## src/rtl/dma_copy_pkg.sv

```systemverilog
package dma_copy_pkg;
  localparam int CTL_W        = 32;
  localparam int CTL_EN_BIT   = 31;
  localparam int CTL_WID_HI   = 26;
  localparam int CTL_WID_LO   = 25;
  localparam int CTL_DINC_BIT = 24;
  localparam int CTL_SINC_BIT = 23;
  localparam int CTL_DEC_BIT  = 2;

  typedef enum logic [1:0] {
    PH_IDLE  = 2'd0,
    PH_READ  = 2'd1,
    PH_WRITE = 2'd2
  } phase_t;
endpackage

```

## src/rtl/dma_addr_step.sv

```systemverilog
module dma_addr_step #(
  parameter int ADDR_W = 64
) (
  input  logic [ADDR_W-1:0] cur,
  input  logic [ADDR_W-1:0] stride,
  input  logic              step_en,
  input  logic              down,
  output logic [ADDR_W-1:0] nxt
);
  always_comb begin
    if (!step_en)  nxt = cur;
    else if (down) nxt = cur - stride;
    else           nxt = cur + stride;
  end
endmodule

```

## src/rtl/dma_lane_mask.sv

```systemverilog
module dma_lane_mask #(
  parameter int DATA_W = 64
) (
  input  logic [DATA_W-1:0] din,
  input  logic [1:0]        code,
  output logic [DATA_W-1:0] dout
);
  localparam int LANES = DATA_W / 8;

  for (genvar b = 0; b < LANES; b++) begin : g_lane
    assign dout[8*b +: 8] = (b < (1 << code)) ? din[8*b +: 8] : 8'h00;
  end
endmodule

```

## src/rtl/dma_beat_ctrl.sv

```systemverilog
module dma_beat_ctrl
  import dma_copy_pkg::*;
#(
  parameter int CNT_W = 16
) (
  input  logic             clk,
  input  logic             rst,
  input  logic             go_req,
  input  logic [CNT_W-1:0] count,
  input  logic             rd_valid,
  input  logic             wr_ack,
  output logic             busy,
  output logic             done,
  output logic             rd_req,
  output logic             wr_req,
  output logic [CNT_W-1:0] beats,
  output logic             take_launch,
  output logic             take_read,
  output logic             take_write,
  output logic             last_beat
);
  phase_t           phase;
  logic [CNT_W-1:0] total_q;
  logic [CNT_W-1:0] beats_nxt;

  assign beats_nxt   = beats + 1'b1;
  assign last_beat   = (beats_nxt == total_q);
  assign take_launch = (phase == PH_IDLE) && go_req && (count != '0);
  assign take_read   = (phase == PH_READ) && rd_valid;
  assign take_write  = (phase == PH_WRITE) && wr_ack;

  always_ff @(posedge clk) begin
    if (rst) begin
      phase   <= PH_IDLE;
      busy    <= 1'b0;
      done    <= 1'b0;
      rd_req  <= 1'b0;
      wr_req  <= 1'b0;
      beats   <= '0;
      total_q <= '0;
    end else begin
      done <= 1'b0;
      unique case (phase)
        PH_IDLE: if (take_launch) begin
          total_q <= count;
          beats   <= '0;
          busy    <= 1'b1;
          rd_req  <= 1'b1;
          phase   <= PH_READ;
        end
        PH_READ: if (take_read) begin
          rd_req <= 1'b0;
          wr_req <= 1'b1;
          phase  <= PH_WRITE;
        end
        PH_WRITE: if (take_write) begin
          wr_req <= 1'b0;
          beats  <= beats_nxt;
          if (last_beat) begin
            busy  <= 1'b0;
            done  <= 1'b1;
            phase <= PH_IDLE;
          end else begin
            rd_req <= 1'b1;
            phase  <= PH_READ;
          end
        end
        default: phase <= PH_IDLE;
      endcase
    end
  end

  assert_one_req_R8: assert property (@(posedge clk) disable iff (rst)
    !(rd_req && wr_req));
  assert_rd_hold_R8: assert property (@(posedge clk) disable iff (rst)
    (rd_req && !rd_valid) |=> rd_req);
  assert_wr_hold_R8: assert property (@(posedge clk) disable iff (rst)
    (wr_req && !wr_ack) |=> wr_req);
  assert_done_pulse_R9: assert property (@(posedge clk) disable iff (rst)
    done |=> !done);
  assert_req_in_busy_R9: assert property (@(posedge clk) disable iff (rst)
    (rd_req || wr_req) |-> busy);
  assert_ignore_start_R10: assert property (@(posedge clk) disable iff (rst)
    (busy && go_req) |=> $stable(total_q));
endmodule

```

## src/rtl/dma_copy_engine.sv

```systemverilog
module dma_copy_engine
  import dma_copy_pkg::*;
#(
  parameter int ADDR_W = 64,
  parameter int DATA_W = 64,
  parameter int CNT_W  = 16
) (
  input  logic              clk,
  input  logic              rst,
  input  logic              start,
  input  logic [CTL_W-1:0]  ctl_word,
  input  logic [31:0]       cnt_word,
  input  logic [ADDR_W-1:0] src_addr,
  input  logic [ADDR_W-1:0] dst_addr,
  output logic              busy,
  output logic              done,
  output logic [CNT_W-1:0]  beats_done,
  output logic              rd_req,
  output logic [ADDR_W-1:0] rd_addr,
  output logic [1:0]        rd_size,
  input  logic              rd_valid,
  input  logic [DATA_W-1:0] rd_data,
  output logic              wr_req,
  output logic [ADDR_W-1:0] wr_addr,
  output logic [1:0]        wr_size,
  output logic [DATA_W-1:0] wr_data,
  input  logic              wr_ack
);
  logic              go_req, take_launch, take_read, take_write, last_beat;
  logic [1:0]        size_q;
  logic              sinc_q, dinc_q, dec_q;
  logic [ADDR_W-1:0] src_q, dst_q, src_next, dst_next, stride;
  logic [ADDR_W-1:0] rd_addr_q, wr_addr_q;
  logic [DATA_W-1:0] wr_data_q, lane_data;
  logic              unused_cfg;

  assign unused_cfg = ^{cnt_word[31:CNT_W], ctl_word[30:27], ctl_word[22:3], ctl_word[1:0]};
  assign go_req     = start && ctl_word[CTL_EN_BIT];
  assign stride     = ADDR_W'(1) << size_q;

  dma_beat_ctrl #(.CNT_W(CNT_W)) u_ctrl (
    .clk(clk), .rst(rst), .go_req(go_req), .count(cnt_word[CNT_W-1:0]),
    .rd_valid(rd_valid), .wr_ack(wr_ack), .busy(busy), .done(done),
    .rd_req(rd_req), .wr_req(wr_req), .beats(beats_done),
    .take_launch(take_launch), .take_read(take_read),
    .take_write(take_write), .last_beat(last_beat)
  );

  dma_addr_step #(.ADDR_W(ADDR_W)) u_src_step (
    .cur(src_q), .stride(stride), .step_en(sinc_q), .down(dec_q), .nxt(src_next)
  );
  dma_addr_step #(.ADDR_W(ADDR_W)) u_dst_step (
    .cur(dst_q), .stride(stride), .step_en(dinc_q), .down(dec_q), .nxt(dst_next)
  );
  dma_lane_mask #(.DATA_W(DATA_W)) u_mask (
    .din(rd_data), .code(size_q), .dout(lane_data)
  );

  always_ff @(posedge clk) begin
    if (rst) begin
      size_q    <= '0;
      sinc_q    <= 1'b0;
      dinc_q    <= 1'b0;
      dec_q     <= 1'b0;
      src_q     <= '0;
      dst_q     <= '0;
      rd_addr_q <= '0;
      wr_addr_q <= '0;
      wr_data_q <= '0;
    end else begin
      if (take_launch) begin
        size_q    <= ctl_word[CTL_WID_HI:CTL_WID_LO];
        sinc_q    <= ctl_word[CTL_SINC_BIT];
        dinc_q    <= ctl_word[CTL_DINC_BIT];
        dec_q     <= ctl_word[CTL_DEC_BIT];
        src_q     <= src_addr;
        dst_q     <= dst_addr;
        rd_addr_q <= src_addr;
      end
      if (take_read) begin
        wr_addr_q <= dst_q;
        wr_data_q <= lane_data;
      end
      if (take_write) begin
        src_q <= src_next;
        dst_q <= dst_next;
        if (!last_beat) rd_addr_q <= src_next;
      end
    end
  end

  assign rd_addr = rd_addr_q;
  assign wr_addr = wr_addr_q;
  assign wr_data = wr_data_q;
  assign rd_size = size_q;
  assign wr_size = size_q;

  assert_rd_addr_hold_R5: assert property (@(posedge clk) disable iff (rst)
    (rd_req && !rd_valid) |=> $stable(rd_addr));
  assert_wr_hold_R4: assert property (@(posedge clk) disable iff (rst)
    (wr_req && !wr_ack) |=> ($stable(wr_data) && $stable(wr_addr)));
  assert_fixed_src_R5: assert property (@(posedge clk) disable iff (rst)
    (take_write && !sinc_q) |=> (src_q == $past(src_q)));
  assert_fixed_dst_R6: assert property (@(posedge clk) disable iff (rst)
    (take_write && !dinc_q) |=> (dst_q == $past(dst_q)));
  assert_size_steady_R4: assert property (@(posedge clk) disable iff (rst)
    (busy && !done && wr_req) |=> $stable(wr_size));
endmodule

```

## config.mk

```make
export PLATFORM = sky130hd
export DESIGN_NAME = dma_copy_engine
export DESIGN_NICKNAME = d
export VERILOG_FILES = /design/src/rtl/dma_copy_pkg.sv /design/src/rtl/dma_addr_step.sv /design/src/rtl/dma_lane_mask.sv /design/src/rtl/dma_beat_ctrl.sv /design/src/rtl/dma_copy_engine.sv
export SDC_FILE = /design/constraint.sdc
export NUM_CORES = 1
export LEC_CHECK = 0
export ABC_CLOCK_PERIOD_IN_PS = 6700
export BUFFER_PORTS_ARGS = -buffer_cell sky130_fd_sc_hd__buf_4
export CORE_ASPECT_RATIO = 1.4
export CORE_MARGIN = 3
export CORE_UTILIZATION = 51
export DETAILED_ROUTE_END_ITERATION = 7
export GPL_TIMING_DRIVEN = 1
export PLACE_DENSITY_LB_ADDON = 0.2
export SYNTH_ARGS = -nofsm -noshare
export SYNTH_HDL_FRONTEND = slang
export SYNTH_HIERARCHICAL = 1
export SYNTH_SLANG_ARGS = --single-unit
```

## constraint.sdc

```tcl
create_clock -name clk -period 6.7 [get_ports clk]
set_input_delay 0.335 -clock clk [delete_from_list [all_inputs] [get_ports clk]]
set_output_delay 0.335 -clock clk [all_outputs]
set_load 0.01 [all_outputs]
```

Word-level counts from Yosys, hierarchy flattened
Cells that the tools add are included.
{"block": "totals", "register_bits": 363, "output_inout_bits": 216, "elab_cells": 100, "input_bits": 261}
{"block": "op_classes", "n_shift": 2, "reduce_logical": 19, "bitwise": 2, "n_lt_le_gt_ge": 8, "n_eq_ne": 9, "n_mux": 39, "addsub": 5}
{"op": "64-bit 2-to-1 mux", "count": 11}
{"op": "64-bit adder", "count": 2}
{"op": "4-bit by 32-bit < comparator with 1-bit output (first input constant)", "count": 4}
{"op": "64-bit subtractor", "count": 2}
{"op": "3-bit by 32-bit < comparator with 1-bit output (first input constant)", "count": 2}
{"op": "8-bit 2-to-1 mux", "count": 8}
{"op": "1-bit by 2-bit left shift with 64-bit output (first input constant)", "count": 1}
{"op": "1-bit by 32-bit < comparator with 1-bit output (first input constant)", "count": 1}
{"op": "2-bit by 32-bit < comparator with 1-bit output (first input constant)", "count": 1}
{"op": "16-bit 2-to-1 mux", "count": 2}
{"op": "16-bit case mux with 2 select lines", "count": 1}
{"op": "1-bit by 2-bit left shift with 32-bit output (first input constant)", "count": 1}
{"op": "16-bit by 1-bit adder with 16-bit output (second input constant)", "count": 1}
{"op": "16-bit == test", "count": 1}
{"op": "16-bit nonzero test", "count": 1}
{"op": "1-bit 2-to-1 mux", "count": 10}
{"op": "2-bit inequality test (second input constant)", "count": 5}
{"op": "3-bit AND reduction", "count": 3}
{"op": "2-bit 2-to-1 mux", "count": 3}
{"op": "2-bit case mux with 3 select lines", "count": 1}
{"op": "2-bit nonzero test", "count": 3}
{"op": "1-bit logical AND", "count": 5}
{"op": "5-bit AND reduction", "count": 1}
{"op": "1-bit case mux with 2 select lines", "count": 2}
{"op": "other kinds (10)", "count": 12}

Longest topological paths before layout
{"block": "logic_depth", "ltp_word": 6, "depth_mapped": 26, "depth_no_buf": 25}

Hierarchy
Netlist, hierarchy kept.
{"module": "dma_copy_engine", "area_per_inst_um2": 14067.2, "seq_area_each_um2": 6506.2, "n_inst": 1, "cells_each": 1369}
{"module": "dma_addr_step (u_src_step)", "area_per_inst_um2": 6105.9, "seq_area_each_um2": 0.0, "n_inst": 1, "cells_each": 892}
{"module": "dma_addr_step (u_dst_step)", "area_per_inst_um2": 5973.2, "seq_area_each_um2": 0.0, "n_inst": 1, "cells_each": 892}
{"module": "dma_beat_ctrl", "area_per_inst_um2": 2297.2, "seq_area_each_um2": 760.7, "n_inst": 1, "cells_each": 295}
{"module": "dma_lane_mask", "area_per_inst_um2": 471.7, "seq_area_each_um2": 0.0, "n_inst": 1, "cells_each": 74}

Worst setup path before layout
OpenSTA, ideal clock, no wires.
{"block": "synth_path", "path_type": "reg2reg", "startpoint": "reg size_q[1] (netlist: rd_size[1])", "endpoint": "reg rd_addr_q[63] (netlist: rd_addr[63])", "required_ns": 6.609, "synth_period_minus_slack_ns": 5.183, "n_path_buf": 1, "t_arrival_ns": 5.092, "path_slack_ns": 1.517, "stages_incl_launch_ff": 24, "setup_time_ns": 0.091, "path_cell_list": "dfxtp_1 and2_1 or3_1 nor4_2 and4_2 and2b_1 and2_1 and2b_1 and2_1 a21oi_1 xnor2_1 ha_1 clkbuf_1 a21o_1 a21oi_1 o21bai_1 a21o_1 a21o_1 a221oi_1 nand2_1 or4b_2 nand4_1 nor3b_1 a311oi_1"}
{"block": "synth_via", "elab_chain_len": 6, "elab_cells_between_ends": 7, "cone_classes": "add/sub (2); shift (1); mux (4)"}
{"item": "from (decl)", "line_no": "dma_copy_engine.sv:30", "source": "logic [1:0] size_q;"}
{"item": "from (signal assigned)", "line_no": "dma_copy_engine.sv:72", "source": "size_q <= ctl_word[CTL_WID_HI:CTL_WID_LO];"}
{"item": "1-bit by 2-bit left shift with 64-bit output *", "line_no": "dma_copy_engine.sv:39", "source": "assign stride = ADDR_W'(1) << size_q;"}
{"item": "net stride[3]", "line_no": "dma_copy_engine.sv:32", "source": "logic [ADDR_W-1:0] src_q, dst_q, src_next, dst_next, stride;"}
{"item": "64-bit adder / 64-bit subtractor (equally long branches)", "line_no": "dma_addr_step.sv:13, dma_addr_step.sv:12"}
{"item": "64-bit 2-to-1 mux *", "line_no": "dma_addr_step.sv:12", "source": "else if (down) nxt = cur - stride;"}
{"item": "64-bit 2-to-1 mux *", "line_no": "dma_addr_step.sv:11", "source": "if (!step_en) nxt = cur;"}
{"item": "net src_next[63]", "line_no": "dma_copy_engine.sv:32"}
{"item": "64-bit 2-to-1 mux *", "line_no": "dma_copy_engine.sv:87", "source": "if (!last_beat) rd_addr_q <= src_next;"}
{"item": "64-bit 2-to-1 mux *", "line_no": "dma_copy_engine.sv:84", "source": "if (take_write) begin"}
{"item": "to (signal assigned)", "line_no": "dma_copy_engine.sv:78", "source": "rd_addr_q <= src_addr;"}
{"item": "to (signal assigned)", "line_no": "dma_copy_engine.sv:87"}
{"item": "to (decl)", "line_no": "dma_copy_engine.sv:33", "source": "logic [ADDR_W-1:0] rd_addr_q, wr_addr_q;"}
The timed path passes the listed nets; every way through them passes the cells marked *.
A chain may end at the register's enable or synchronous reset.

Worst setup path in the final report
{"block": "layout_path", "startpoint": "reg size_q[0] (netlist: rd_size[0])", "endpoint": "reg dst_q[57]"}
{"block": "layout_via", "elab_chain_len": 5, "elab_cells_between_ends": 6, "cone_classes": "add/sub (2); shift (1); mux (3)"}
{"item": "1-bit by 2-bit left shift with 64-bit output *", "line_no": "dma_copy_engine.sv:39"}
{"item": "net stride[3]", "line_no": "dma_copy_engine.sv:32"}
{"item": "64-bit adder / 64-bit subtractor (equally long branches)", "line_no": "dma_addr_step.sv:13, dma_addr_step.sv:12"}
{"item": "64-bit 2-to-1 mux *", "line_no": "dma_addr_step.sv:12"}
{"item": "64-bit 2-to-1 mux *", "line_no": "dma_addr_step.sv:11"}
{"item": "net dst_next[57]", "line_no": "dma_copy_engine.sv:32"}
{"item": "64-bit 2-to-1 mux *", "line_no": "dma_copy_engine.sv:84"}
{"item": "to (signal assigned)", "line_no": "dma_copy_engine.sv:77", "source": "dst_q <= dst_addr;"}
{"item": "to (signal assigned)", "line_no": "dma_copy_engine.sv:86", "source": "dst_q <= dst_next;"}
{"item": "to (decl)", "line_no": "dma_copy_engine.sv:32"}
The timed path passes the listed nets; every way through them passes the cells marked *. The select of a mux whose other input is x is not followed.

==> key figures <==
Status
  – Status: finished clean

Power
  – NetSw: 0.00206 W
  – Peak supply drop: 0.208 mV
  – Clock network fraction of total power: a little over a third
  – Pwr dens: about 180 nW/µm²
  – Combinational power share: 28.1%
  – Cell-internal power: around 0.0043 W
  – Sequential share of power: ~37%
  – Leak: around 15 nW
  – Sw Ratio: approximately a third

Synthesis
  – Largest family of logic cells by synthesized area: simple AND/OR/NAND/NOR gates
  – Post-synthesis cell area: 28900 µm²
  – Flip-flop and latch count after synthesis: roughly 360
  – Sequential fraction of the synthesis area: ~25%
  – Synth Area in Simple Gates: a little under a quarter
  – Top post-synthesis cells by count: dfxtp_1, nor2_1, a21oi_1, nand2_1, mux2i_1
  – Ranking of synthesized cells by area: dfxtp_1, mux2i_1, xnor2_1
  – Ys async rst share: 0%
  – Compound-Gate Fraction of Synth Area: a little over a fifth
  – Synth Flop Type: dfxtp_1
  – Syn Area/Cell: 8.21 µm²
  – Mapped Cells: 3522
  – Post-synthesis mux area share: between 10% and 20%
  – Number of enable flip-flop cells after synthesis: 0
  – Post-synth top area share: 25.1%
  – Synth Area in Adders: ~5.7%
  – Synth area leader: dfxtp_1
  – Unique masters post-synth: 113
  – Yosys warning count: 6
  – Most frequent cell after synthesis: dfxtp_1
  – XOR/XNOR Fraction of Synth Area: approximately 7.6%

STA
  – Max Freq: approximately 160 MHz
  – Period utilization: 91.9%
  – Final TNS setup: 0 ns
  – Pins over their slew limit: 0
  – Worst Skew: 0.0384 ns
  – Slew @ Worst Pin: 1.25 ns
  – Max-slew headroom: between 10% and 20%
  – Final setup fails: 0
  – Setup ws final: about 0.54 ns
  – RSZ-0062 raised after global routing: false
  – Hold Vio Cnt, Final: 0
  – Min cycle time layout: a little over 6 ns

Placed design
  – Post-Place Worst Slack: 0.309 ns
  – Final Wtd Congestion: about 0.94
  – Number of I/O port buffers: between 400 and 500
  – Placed cell count: approximately 4800
  – HPWL Detailed: between 60000 and 70000 µm

Route
  – WL/cell: 17.4 µm
  – Via count: 27000
  – Antenna Violating Nets Remaining: 0
  – 1st-iter DRT viols: 1391
  – Via density: between 5 and 6
  – Drt first pass iters: 5
  – DRC Markers: 0
  – Final WL: roughly 86000 µm

Hold path
  – Hold path cells: 3
  – Worst min-delay path category: input pin to flip-flop
  – Hold EP: u_ctrl/total_q[6]$_SDFFE_PP0P_
  – Hold path start: cnt_word[6]

Layout
  – Non-Filler Instances: 4920
  – Fill cells: 5164
  – # nets final: 4554
  – Layout area overhead: 20.3%
  – Seq. cell area: 7270 µm²
  – Layout cell share with drive strength beyond 1: between 15 and 20%
  – Multi-input logic area: ~21000 µm²

Clock network
  – Num CTS Buffers: 39
  – CTS Root Cell: clkbuf_16
  – Clk pin slew, worst setup/hold paths: ~0.070 ns
  – H-tree Lvls: 2
  – Max clock buf depth: 3
  – Worst skew pair latency: 0.59 ns
  – CTS Sinks: around 360
  – CTS tree: done

GRT
  – Grt total ovfl: 0
  – GRT Total Usage: between 20% and 30%
  – Vias in the first global route: 25700
  – Top Usage Layer GRT: met2
  – First-pass GRT wire length: around 140000 µm
  – GR Util met1: 32.6%
  – Pin count of the biggest net entering global routing: 149
  – Met3 Track Usage GR: under 10%
  – Met2 Use GR: about 49%
  – Initial antenna violation count: 3

Floorplanning
  – Io pins: ~480
  – FP Rows: slightly above 100
  – Initial Util: about half
  – Die X: slightly above 200 µm
  – Placeable Area: 55800 µm²
  – Vertical die dimension: about 290 µm
  – Die area: between 50000 and 60000 µm²

Setup path
  – R2R setup slack: roughly 0.54 ns
  – Crit path kind: flip-flop to flip-flop
  – Reg2reg path depth: 24
  – Crit path DAT: 6.56 ns
  – CP Launch Type: flip-flop
  – CP required: roughly 7.1 ns
  – Worst r2r src: rd_size[0]$_SDFFE_PP0P_
  – CP endpoint kind: flip-flop
  – CP max FO: 9
  – Reg2reg end: dst_q[57]$_SDFFE_PP0P_

Run
  – MaxCap Viol Count: 0
## layer usage
layer | up-vias | wire (µm) | share of wire, %
met5 | - | 0 | 0
met4 | 0 | 3380 | 3.9
met3 | 164 | 3840 | 4.5
met2 | 635 | 43000 | 50
met1 | 12500 | 35600 | 41
li1 | 13600 | - | -
## power groups by stage
stage	Clock [W]	Sequential (W)	Combinational [W]
2_1_floorplan	0	0.00237	0.00132
3_3_place_gp	0	0.00239	0.00174
3_5_place_dp	0	0.00239	0.00175
4_1_cts	0.00227	0.00234	0.00177
5_1_grt	0.00235	0.00236	0.00197
6_report	0.00221	0.00234	0.00178
## worst max path at each step
stage / start / end / slack (ns) / cells after the start
2_1_floorplan: rd_size[1]$_SDFFE_PP0P_ / rd_addr[63]$_SDFF_PP0_ / 1.52 / 23
3_3_place_gp: rd_size[1]$_SDFFE_PP0P_ / rd_addr[63]$_SDFF_PP0_ / 0.41 / 25
3_5_place_dp: rd_size[1]$_SDFFE_PP0P_ / rd_addr[63]$_SDFF_PP0_ / 0.31 / 25
4_1_cts: rd_size[1]$_SDFFE_PP0P_ / rd_addr[63]$_SDFF_PP0_ / 0.30 / 25
5_1_grt: rd_size[1]$_SDFFE_PP0P_ / rd_addr[63]$_SDFF_PP0_ / 0.09 / 25
6_report: rd_size[0]$_SDFFE_PP0P_ / dst_q[57]$_SDFFE_PP0P_ / 0.54 / 24
## cell type report
cell class	count	area share [%]
Tap cell	728	2.62
Antenna cell	3	0.0216
Sequential cell	363	20.9
Multi-Input combinational cell	3221	61.6
Clock inverter	14	0.457
Inverter	69	0.802
Timing Repair Buffer	468	10.3
Clock buffer	54	3.23
## critical path: stages, from the launching register on
cell and delay, ns:
dfxtp_1 0.34, and2_1 0.24, or3_1 0.38, or2_2 0.32
nor2_1 0.09, buf_4 0.16, and2_1 0.16, nor2b_1 0.36
nand3_1 0.22, nor2_1 0.35, a21oi_1 0.16, xnor2_1 0.21
ha_1 0.31, nand4_1 0.18, nor3_1 0.38, nand3_1 0.13
a211oi_1 0.22, nor3_1 0.08, buf_4 0.17, o21ai_0 0.59
a31oi_1 0.26, xnor2_1 0.19, mux2_2 0.26, nor2b_1 0.15
a211oi_2 0.06
## per-stage QoR
| stage | hold WS (ns) | util, % | total power [W] | area (µm²) |
|---|---|---|---|---|
| floorplan | 0.448 | - | 0.00368 | 30400 |
| global placement | 0.455 | 59.8 | 0.00413 | 33300 |
| detailed placement | 0.459 | 59.8 | 0.00414 | 33300 |
| CTS | 0.0000160 | 62.3 | 0.00638 | 34800 |
| global route | 0.0218 | 62.4 | 0.00667 | 34800 |
| finish | 0.0320 | 62.4 | 0.00634 | 34800 |
## kinds of logic after synthesis
group / count (synthesis)
simple gates: 1288
compound gates: 857
flops: 363
buf+inv: 334
mux: 299
xor+xnor: 249
fa+ha+maj: 131
other cells: 1
## state kept, by name (all words and copies together), names as in the netlist, 2 cells and up
name            count
rd_size             2
dst_q              64
wr_addr            64
rd_addr            64
src_q              64
u_ctrl/beats       16
u_ctrl/phase        2
wr_data            64
u_ctrl/total_q     16
## what timing repair did
item | CTS | global route
resized for setup | 0 | 2
endpoints found under the hold margin | 16 | 0
setup buffers | 0 | 0
hold buffers | 16 | 0
setup endpoints to repair | 0 | 5
## placed cells by master, fill, tap and decap left out, types with 58 or more instances in the layout
cell and count:
inv_1 65, a21oi_1 270, a21o_1 74, o21ai_0 88, nor3b_1 71, ha_1 129
conb_1 397, nor3_1 62, a311oi_1 131, mux2_2 94, mux2i_1 205, nor2_1 340
xnor2_1 192, a211oi_2 58, buf_4 448, dfxtp_1 359, nand2_1 238, nor2b_1 139
nand2b_1 135
Note: power is estimated with default switching activity, not from simulation.
